### config.mk
export PLATFORM = sky130hd
export DESIGN_NAME = ladder_start_seq
export DESIGN_NICKNAME = d
export VERILOG_FILES = /design/src/rtl/ladder_start_pkg.sv /design/src/rtl/lss_sync.sv /design/src/rtl/lss_timer.sv /design/src/rtl/lss_fsm.sv /design/src/rtl/lss_negedge_out.sv /design/src/rtl/ladder_start_seq.sv
export SDC_FILE = /design/constraint.sdc
export NUM_CORES = 1
export LEC_CHECK = 0
export ABC_AREA = 1
export ABC_CLOCK_PERIOD_IN_PS = 3700
export BUFFER_PORTS_ARGS = -buffer_cell sky130_fd_sc_hd__buf_2
export CORE_MARGIN = 3
export CORE_UTILIZATION = 35
export CTS_BUF_LIST = sky130_fd_sc_hd__clkbuf_8
export CTS_CLUSTER_SIZE = 28
export DETAILED_ROUTE_END_ITERATION = 7
export SLEW_MARGIN = 20
export SYNTH_ARGS = -nofsm -noshare
export SYNTH_HDL_FRONTEND = slang
export SYNTH_HIERARCHICAL = 1
export SYNTH_SLANG_ARGS = --single-unit
### constraint.sdc
create_clock -name clk -period 3.7 [get_ports clk]
set_input_delay 0.185 -clock clk [delete_from_list [all_inputs] [get_ports clk]]
set_output_delay 0.185 -clock clk [all_outputs]
set_load 0.02 [all_outputs]
### src/rtl/ladder_start_pkg.sv
// Shared types for the ladder start sequencer.
package ladder_start_pkg;

    // Bring-up phases, in the order they are visited.
    typedef enum logic [2:0] {
        SEQ_IDLE     = 3'd0,
        SEQ_RESET    = 3'd1,
        SEQ_WAIT_CFG = 3'd2,
        SEQ_CLK_EN   = 3'd3,
        SEQ_SETTLE   = 3'd4,
        SEQ_START    = 3'd5,
        SEQ_RUN      = 3'd6
    } seq_state_t;

endpackage

### src/rtl/lss_sync.sv
// Multi-stage level synchronizer for the slow-control handshake.
// Assumes: input is a level that stays stable for several cycles; STAGES >= 2.
module lss_sync #(
    parameter int STAGES = 2
) (
    input  logic clk,
    input  logic rst_n,
    input  logic d_i,
    output logic q_o
);
    logic [STAGES-1:0] chain_q;

    // Shift the asynchronous level through the register chain.
    always_ff @(posedge clk) begin
        if (!rst_n) chain_q <= '0;
        else        chain_q <= {chain_q[STAGES-2:0], d_i};
    end

    assign q_o = chain_q[STAGES-1];
endmodule

### src/rtl/lss_timer.sv
// Down-counting phase timer, loaded by the FSM and flagged at zero.
// Assumes: the FSM never asks for a decrement when the count is zero.
module lss_timer #(
    parameter int CNT_W = 4
) (
    input  logic             clk,
    input  logic             rst_n,
    input  logic             load_i,
    input  logic [CNT_W-1:0] load_val_i,
    input  logic             dec_i,
    output logic             zero_o
);
    logic [CNT_W-1:0] cnt_q;

    // Load takes priority over decrement.
    always_ff @(posedge clk) begin
        if (!rst_n)      cnt_q <= '0;
        else if (load_i) cnt_q <= load_val_i;
        else if (dec_i)  cnt_q <= cnt_q - 1'b1;
    end

    assign zero_o = (cnt_q == '0);
endmodule

### src/rtl/lss_fsm.sv
// Bring-up state machine: reset, wait for config, open clock, settle, start, run.
// Assumes: cfg_sync_i is already synchronized; RST_CYCLES, SETTLE_CYCLES >= 1.
module lss_fsm
    import ladder_start_pkg::*;
#(
    parameter int RST_CYCLES    = 16,
    parameter int SETTLE_CYCLES = 4,
    parameter int CNT_W         = 5
) (
    input  logic             clk,
    input  logic             rst_n,
    input  logic             go_i,
    input  logic             cfg_sync_i,
    input  logic             tmr_zero_i,
    output logic             tmr_load_o,
    output logic [CNT_W-1:0] tmr_val_o,
    output logic             tmr_dec_o,
    output logic             sensor_rst_o,
    output logic             en_req_o,
    output logic             start_req_o,
    output logic             busy_o
);
    localparam logic [CNT_W-1:0] RST_LOAD = CNT_W'(RST_CYCLES - 1);
    localparam logic [CNT_W-1:0] SET_LOAD = CNT_W'(SETTLE_CYCLES - 1);

    seq_state_t state_q, state_d;
    logic       sensor_rst_q;

    // Next-state and timer control decode.
    always_comb begin
        state_d    = state_q;
        tmr_load_o = 1'b0;
        tmr_val_o  = '0;
        tmr_dec_o  = 1'b0;
        case (state_q)
            SEQ_IDLE, SEQ_RUN: begin
                if (go_i) begin
                    state_d    = SEQ_RESET;
                    tmr_load_o = 1'b1;
                    tmr_val_o  = RST_LOAD;
                end
            end
            SEQ_RESET: begin
                if (tmr_zero_i) state_d = SEQ_WAIT_CFG;
                else            tmr_dec_o = 1'b1;
            end
            SEQ_WAIT_CFG: begin
                if (cfg_sync_i) state_d = SEQ_CLK_EN;
            end
            SEQ_CLK_EN: begin
                state_d    = SEQ_SETTLE;
                tmr_load_o = 1'b1;
                tmr_val_o  = SET_LOAD;
            end
            SEQ_SETTLE: begin
                if (tmr_zero_i) state_d = SEQ_START;
                else            tmr_dec_o = 1'b1;
            end
            SEQ_START: state_d = SEQ_RUN;
            default:   state_d = SEQ_IDLE;
        endcase
    end

    // State register and registered sensor reset.
    always_ff @(posedge clk) begin
        if (!rst_n) begin
            state_q      <= SEQ_IDLE;
            sensor_rst_q <= 1'b0;
        end else begin
            state_q      <= state_d;
            sensor_rst_q <= (state_d == SEQ_RESET);
        end
    end

    assign sensor_rst_o = sensor_rst_q;
    assign en_req_o     = (state_q == SEQ_CLK_EN) || (state_q == SEQ_SETTLE) ||
                          (state_q == SEQ_START)  || (state_q == SEQ_RUN);
    assign start_req_o  = (state_q == SEQ_START);
    assign busy_o       = (state_q != SEQ_IDLE) && (state_q != SEQ_RUN);

    // the reset phase cannot end before the timer expires.
    assert_reset_len_R2: assert property (@(posedge clk) disable iff (!rst_n)
        (state_q == SEQ_RESET && !tmr_zero_i) |=> (state_q == SEQ_RESET));

    // without a synchronized config flag the wait phase holds.
    assert_wait_holds_R3: assert property (@(posedge clk) disable iff (!rst_n)
        (state_q == SEQ_WAIT_CFG && !cfg_sync_i) |=> (state_q == SEQ_WAIT_CFG));

    // the clock request only rises after the config flag was seen.
    assert_en_after_cfg_R3: assert property (@(posedge clk) disable iff (!rst_n)
        $rose(en_req_o) |-> $past(cfg_sync_i));

    // go during a busy phase never restarts the reset.
    assert_busy_ignores_go_R6: assert property (@(posedge clk) disable iff (!rst_n)
        (busy_o && state_q != SEQ_RESET && go_i) |=> (state_q != SEQ_RESET));
endmodule

### src/rtl/lss_negedge_out.sv
// Falling-edge output stage: registers the clock-gate enable and the start
// pulse on the falling edge and forms the gated readout clock.
// Assumes: requests come from rising-edge logic and are stable at the falling edge.
module lss_negedge_out (
    input  logic clk,
    input  logic rst_n,
    input  logic en_req_i,
    input  logic start_req_i,
    output logic rdclk_en_o,
    output logic rdclk_o,
    output logic start_o
);
    logic en_q;
    logic start_q;

    // Move enable and start only while the clock is low.
    always_ff @(negedge clk) begin
        if (!rst_n) begin
            en_q    <= 1'b0;
            start_q <= 1'b0;
        end else begin
            en_q    <= en_req_i;
            start_q <= start_req_i;
        end
    end

    assign rdclk_en_o = en_q;
    assign rdclk_o    = clk & en_q;
    assign start_o    = start_q;

    // start lasts a single period.
    assert_start_one_R5: assert property (@(negedge clk) disable iff (!rst_n)
        start_q |=> !start_q);

    // start is only issued with the readout clock running.
    assert_start_needs_en_R5: assert property (@(negedge clk) disable iff (!rst_n)
        start_q |-> en_q);
endmodule

### src/rtl/ladder_start_seq.sv
// Top of the ladder synchronous start sequencer: synchronizer, phase timer,
// bring-up FSM and falling-edge output stage.
// Assumes: rst_n is synchronous to clk; cfg_done_i is an asynchronous level.
module ladder_start_seq #(
    parameter int RST_CYCLES    = 16,
    parameter int SETTLE_CYCLES = 4,
    parameter int SYNC_STAGES   = 2
) (
    input  logic clk,
    input  logic rst_n,
    input  logic go_i,
    input  logic cfg_done_i,
    output logic sensor_rst_o,
    output logic rdclk_en_o,
    output logic rdclk_o,
    output logic start_o,
    output logic busy_o
);
    localparam int MAX_CNT = (RST_CYCLES > SETTLE_CYCLES) ? RST_CYCLES : SETTLE_CYCLES;
    localparam int CNT_W   = $clog2(MAX_CNT + 1);

    logic             cfg_sync;
    logic             tmr_load;
    logic [CNT_W-1:0] tmr_val;
    logic             tmr_dec;
    logic             tmr_zero;
    logic             en_req;
    logic             start_req;

    lss_sync #(.STAGES(SYNC_STAGES)) sync_i (
        .clk   (clk),
        .rst_n (rst_n),
        .d_i   (cfg_done_i),
        .q_o   (cfg_sync)
    );

    lss_timer #(.CNT_W(CNT_W)) timer_i (
        .clk        (clk),
        .rst_n      (rst_n),
        .load_i     (tmr_load),
        .load_val_i (tmr_val),
        .dec_i      (tmr_dec),
        .zero_o     (tmr_zero)
    );

    lss_fsm #(
        .RST_CYCLES    (RST_CYCLES),
        .SETTLE_CYCLES (SETTLE_CYCLES),
        .CNT_W         (CNT_W)
    ) fsm_i (
        .clk          (clk),
        .rst_n        (rst_n),
        .go_i         (go_i),
        .cfg_sync_i   (cfg_sync),
        .tmr_zero_i   (tmr_zero),
        .tmr_load_o   (tmr_load),
        .tmr_val_o    (tmr_val),
        .tmr_dec_o    (tmr_dec),
        .sensor_rst_o (sensor_rst_o),
        .en_req_o     (en_req),
        .start_req_o  (start_req),
        .busy_o       (busy_o)
    );

    lss_negedge_out out_i (
        .clk         (clk),
        .rst_n       (rst_n),
        .en_req_i    (en_req),
        .start_req_i (start_req),
        .rdclk_en_o  (rdclk_en_o),
        .rdclk_o     (rdclk_o),
        .start_o     (start_o)
    );
endmodule

==> results.cfg <==
[synthesis]
synth-edff-count = 0
synth_compound_area_share_pct = 8.80
synth_cell_types = 16
yosysSeqAreaShare_pct = 37.3
async_reset_ff_share_pct = 0
avgSynthCellArea_um2 = 6.51
synthCells = 107
synth_common_cells = 28 x nand2_1, 22 x inv_1, 13 x dfxtp_1
yosys-top-cells-area = dfxtp_1 37%, nand2_1 15%, inv_1 12%
synth_top_family_by_area = simple AND/OR/NAND/NOR gates
yosysTopAreaCellShare_pct = 37.3
ys_ff_latch = 13
yosysTopAreaCell = dfxtp_1
synth_nets = 112
synthXorXnorAreaFrac_pct = 1.26
ys_warn_count = 6
syn_area_um2 = 697
synth_adder_area_share_pct = 1.80
post-synth-top-count-cell = nand2_1
yosys.area_share.simple_pct = 34.1
synthFlopType = dfxtp_1
synth_mux_area_share_pct = 0

[min_path]
hold_path_depth = 3
worstHoldPathType = input pin to flip-flop

[global_route]
grt_use_total_pct = 12.5
grt-ovfl-total = 0
grt_max_degree = 10
antenna_found_initial = 0
grt_pass1_vias = 550
grt_pass1_wl_um = 2170

[timing]
setup_violations = 0
slew_viol_final = 0
hold_violations = 0
skew_ns = 0.0742
setup_slack_ns = 0.657
rsz0062_at_grt = no
setup_tns_ns = 0

[clocking]
clock_latency_ns = 0.43
cts_setup_buffers = 0
cts_resized = 0
holdBufCountCts = 0
tritoncts = built
clk_pin_slew_ns = 0.06

[floorplan]
fp.dieH_um = 50.6
die_w_um = 50.6
io_pins = 9
start_util_pct = 38.7
rows = 15
dieArea_mm2 = 0.00256
coreArea_mm2 = 0.00180

[setup_path]
crit_path_end_kind = output pin
crit_path_start_kind = flip-flop
worstPathRequired_ns = 3.51
crit_type = flip-flop to output pin
path_cells = nand2_1, inv_1, buf_2
cp_data_arrival_time_ns = 2.86
reg2reg_depth = 5
critPathMaxFanout = 2
crit_path_max_incr_delay_ns = 0.31
slowest_stage = dfxtp_1

[run_status]
outcome = complete, no violations

[power_and_ir_drop]
powerDensity_mw_per_mm2 = 859
leakagePower_uw = 0.000463
ir_drop_v = 0.000394

[placed_design]
port_buffers = 8
dp_hpwl_um = 942
pre_cts_slack_ns = 0.880
gp_congestion = 0.870
dp_cells = 136
placed_area_um2 = 738

[route]
vias = 646
drtPass1Iterations = 4
wire_per_inst_um = 9.49
route.detailed.drc = 0
wl_um = 1370
drt_iter0_drc = 22
routed_via_density = 4.49
postRouteAntennaNets = 0

[layout]
fin_nets = 125
drive_gt1_share_pct = 16.0
synthToLayoutAreaGrowth_pct = 18.9
antenna_cells = 0
finish.utilization_pct = 46.0
layoutNonFillerInstCount = 144
final_area_um2 = 828

[run]
maxCapViolations = 0
## sequential cells by signal (all words and copies together), names as in the netlist
name                count
timer_i/cnt_q           5
sync_i/chain_q          2
out_i/rdclk_en_o        1
fsm_i/state_q           3
out_i/start_o           1
fsm_i/sensor_rst_o      1
## per-layer routing
layer / wire, um / global-route usage (%)
met1: 641 / 13.2
met4: 36 / 14.8
met5: 0 / 0
met2: 595 / 15.7
met3: 93 / 6.82
## report_power, final
part           leakage, uW  total [uW]  internal (uW)  switching (uW)
registers         0.000107         207            176            30.5
logic             0.000285         281            100             181
clock network    0.0000715         224            146            77.7
total             0.000463         712            423             289
## kinds of logic after synthesis
group,count (synthesis)
AO/OA/AOI/OAI,10
XOR/XNOR,1
adder cells (fa/ha/maj),1
buffers and inverters,26
flip-flops,13
other,1
AND/OR/NAND/NOR,55
## cell usage in the layout (no fill, tap or decap), drive strengths merged
cell type and instances:
nand4 2, dfxtp 13, xor2 1, nor2 14, conb 1, a22oi 3, clkinv 1, nand2 28
buf 8, nand3 11, o21ai 2, inv 23, clkbuf 6, a21oi 5, ha 1
## critical path, delay by kind of cell, from the launching register on
kind                   cells  cell delay, ns
buffers and inverters      2            0.22
AND/OR/NAND/NOR            1            0.06
flip-flops                 1            0.31
## metrics by stage
step	hold WS (ns)	total power, uW
after global placement	0.365	492
after floorplan	0.278	458
final	0.0119	712
after detailed placement	0.370	498
after CTS	0.00249	726
after global routing	0.0390	770
## cell type report
class / instances / area (um^2)
fill: 201 / 973
multi-input combinational: 68 / 324
sequential: 13 / 260
clock buffer: 7 / 87.6
inverter: 20 / 75.1
timing repair buffer: 7 / 35.0
tap: 25 / 31.3
clock inverter: 4 / 15.0
## worst paths after layout
| kind | slack, ns | end | from |
|---|---|---|---|
| max | 0.66 | rdclk_o | out_i/rdclk_en_o |
| min | 0.01 | sync_i/chain_q[0] | cfg_done_i |
| max reg2reg | 0.93 | out_i/rdclk_en_o | fsm_i/state_q[2] |
| min reg2reg | 0.41 | sync_i/chain_q[1] | sync_i/chain_q[0] |
Power figures use the tool's default switching activity.
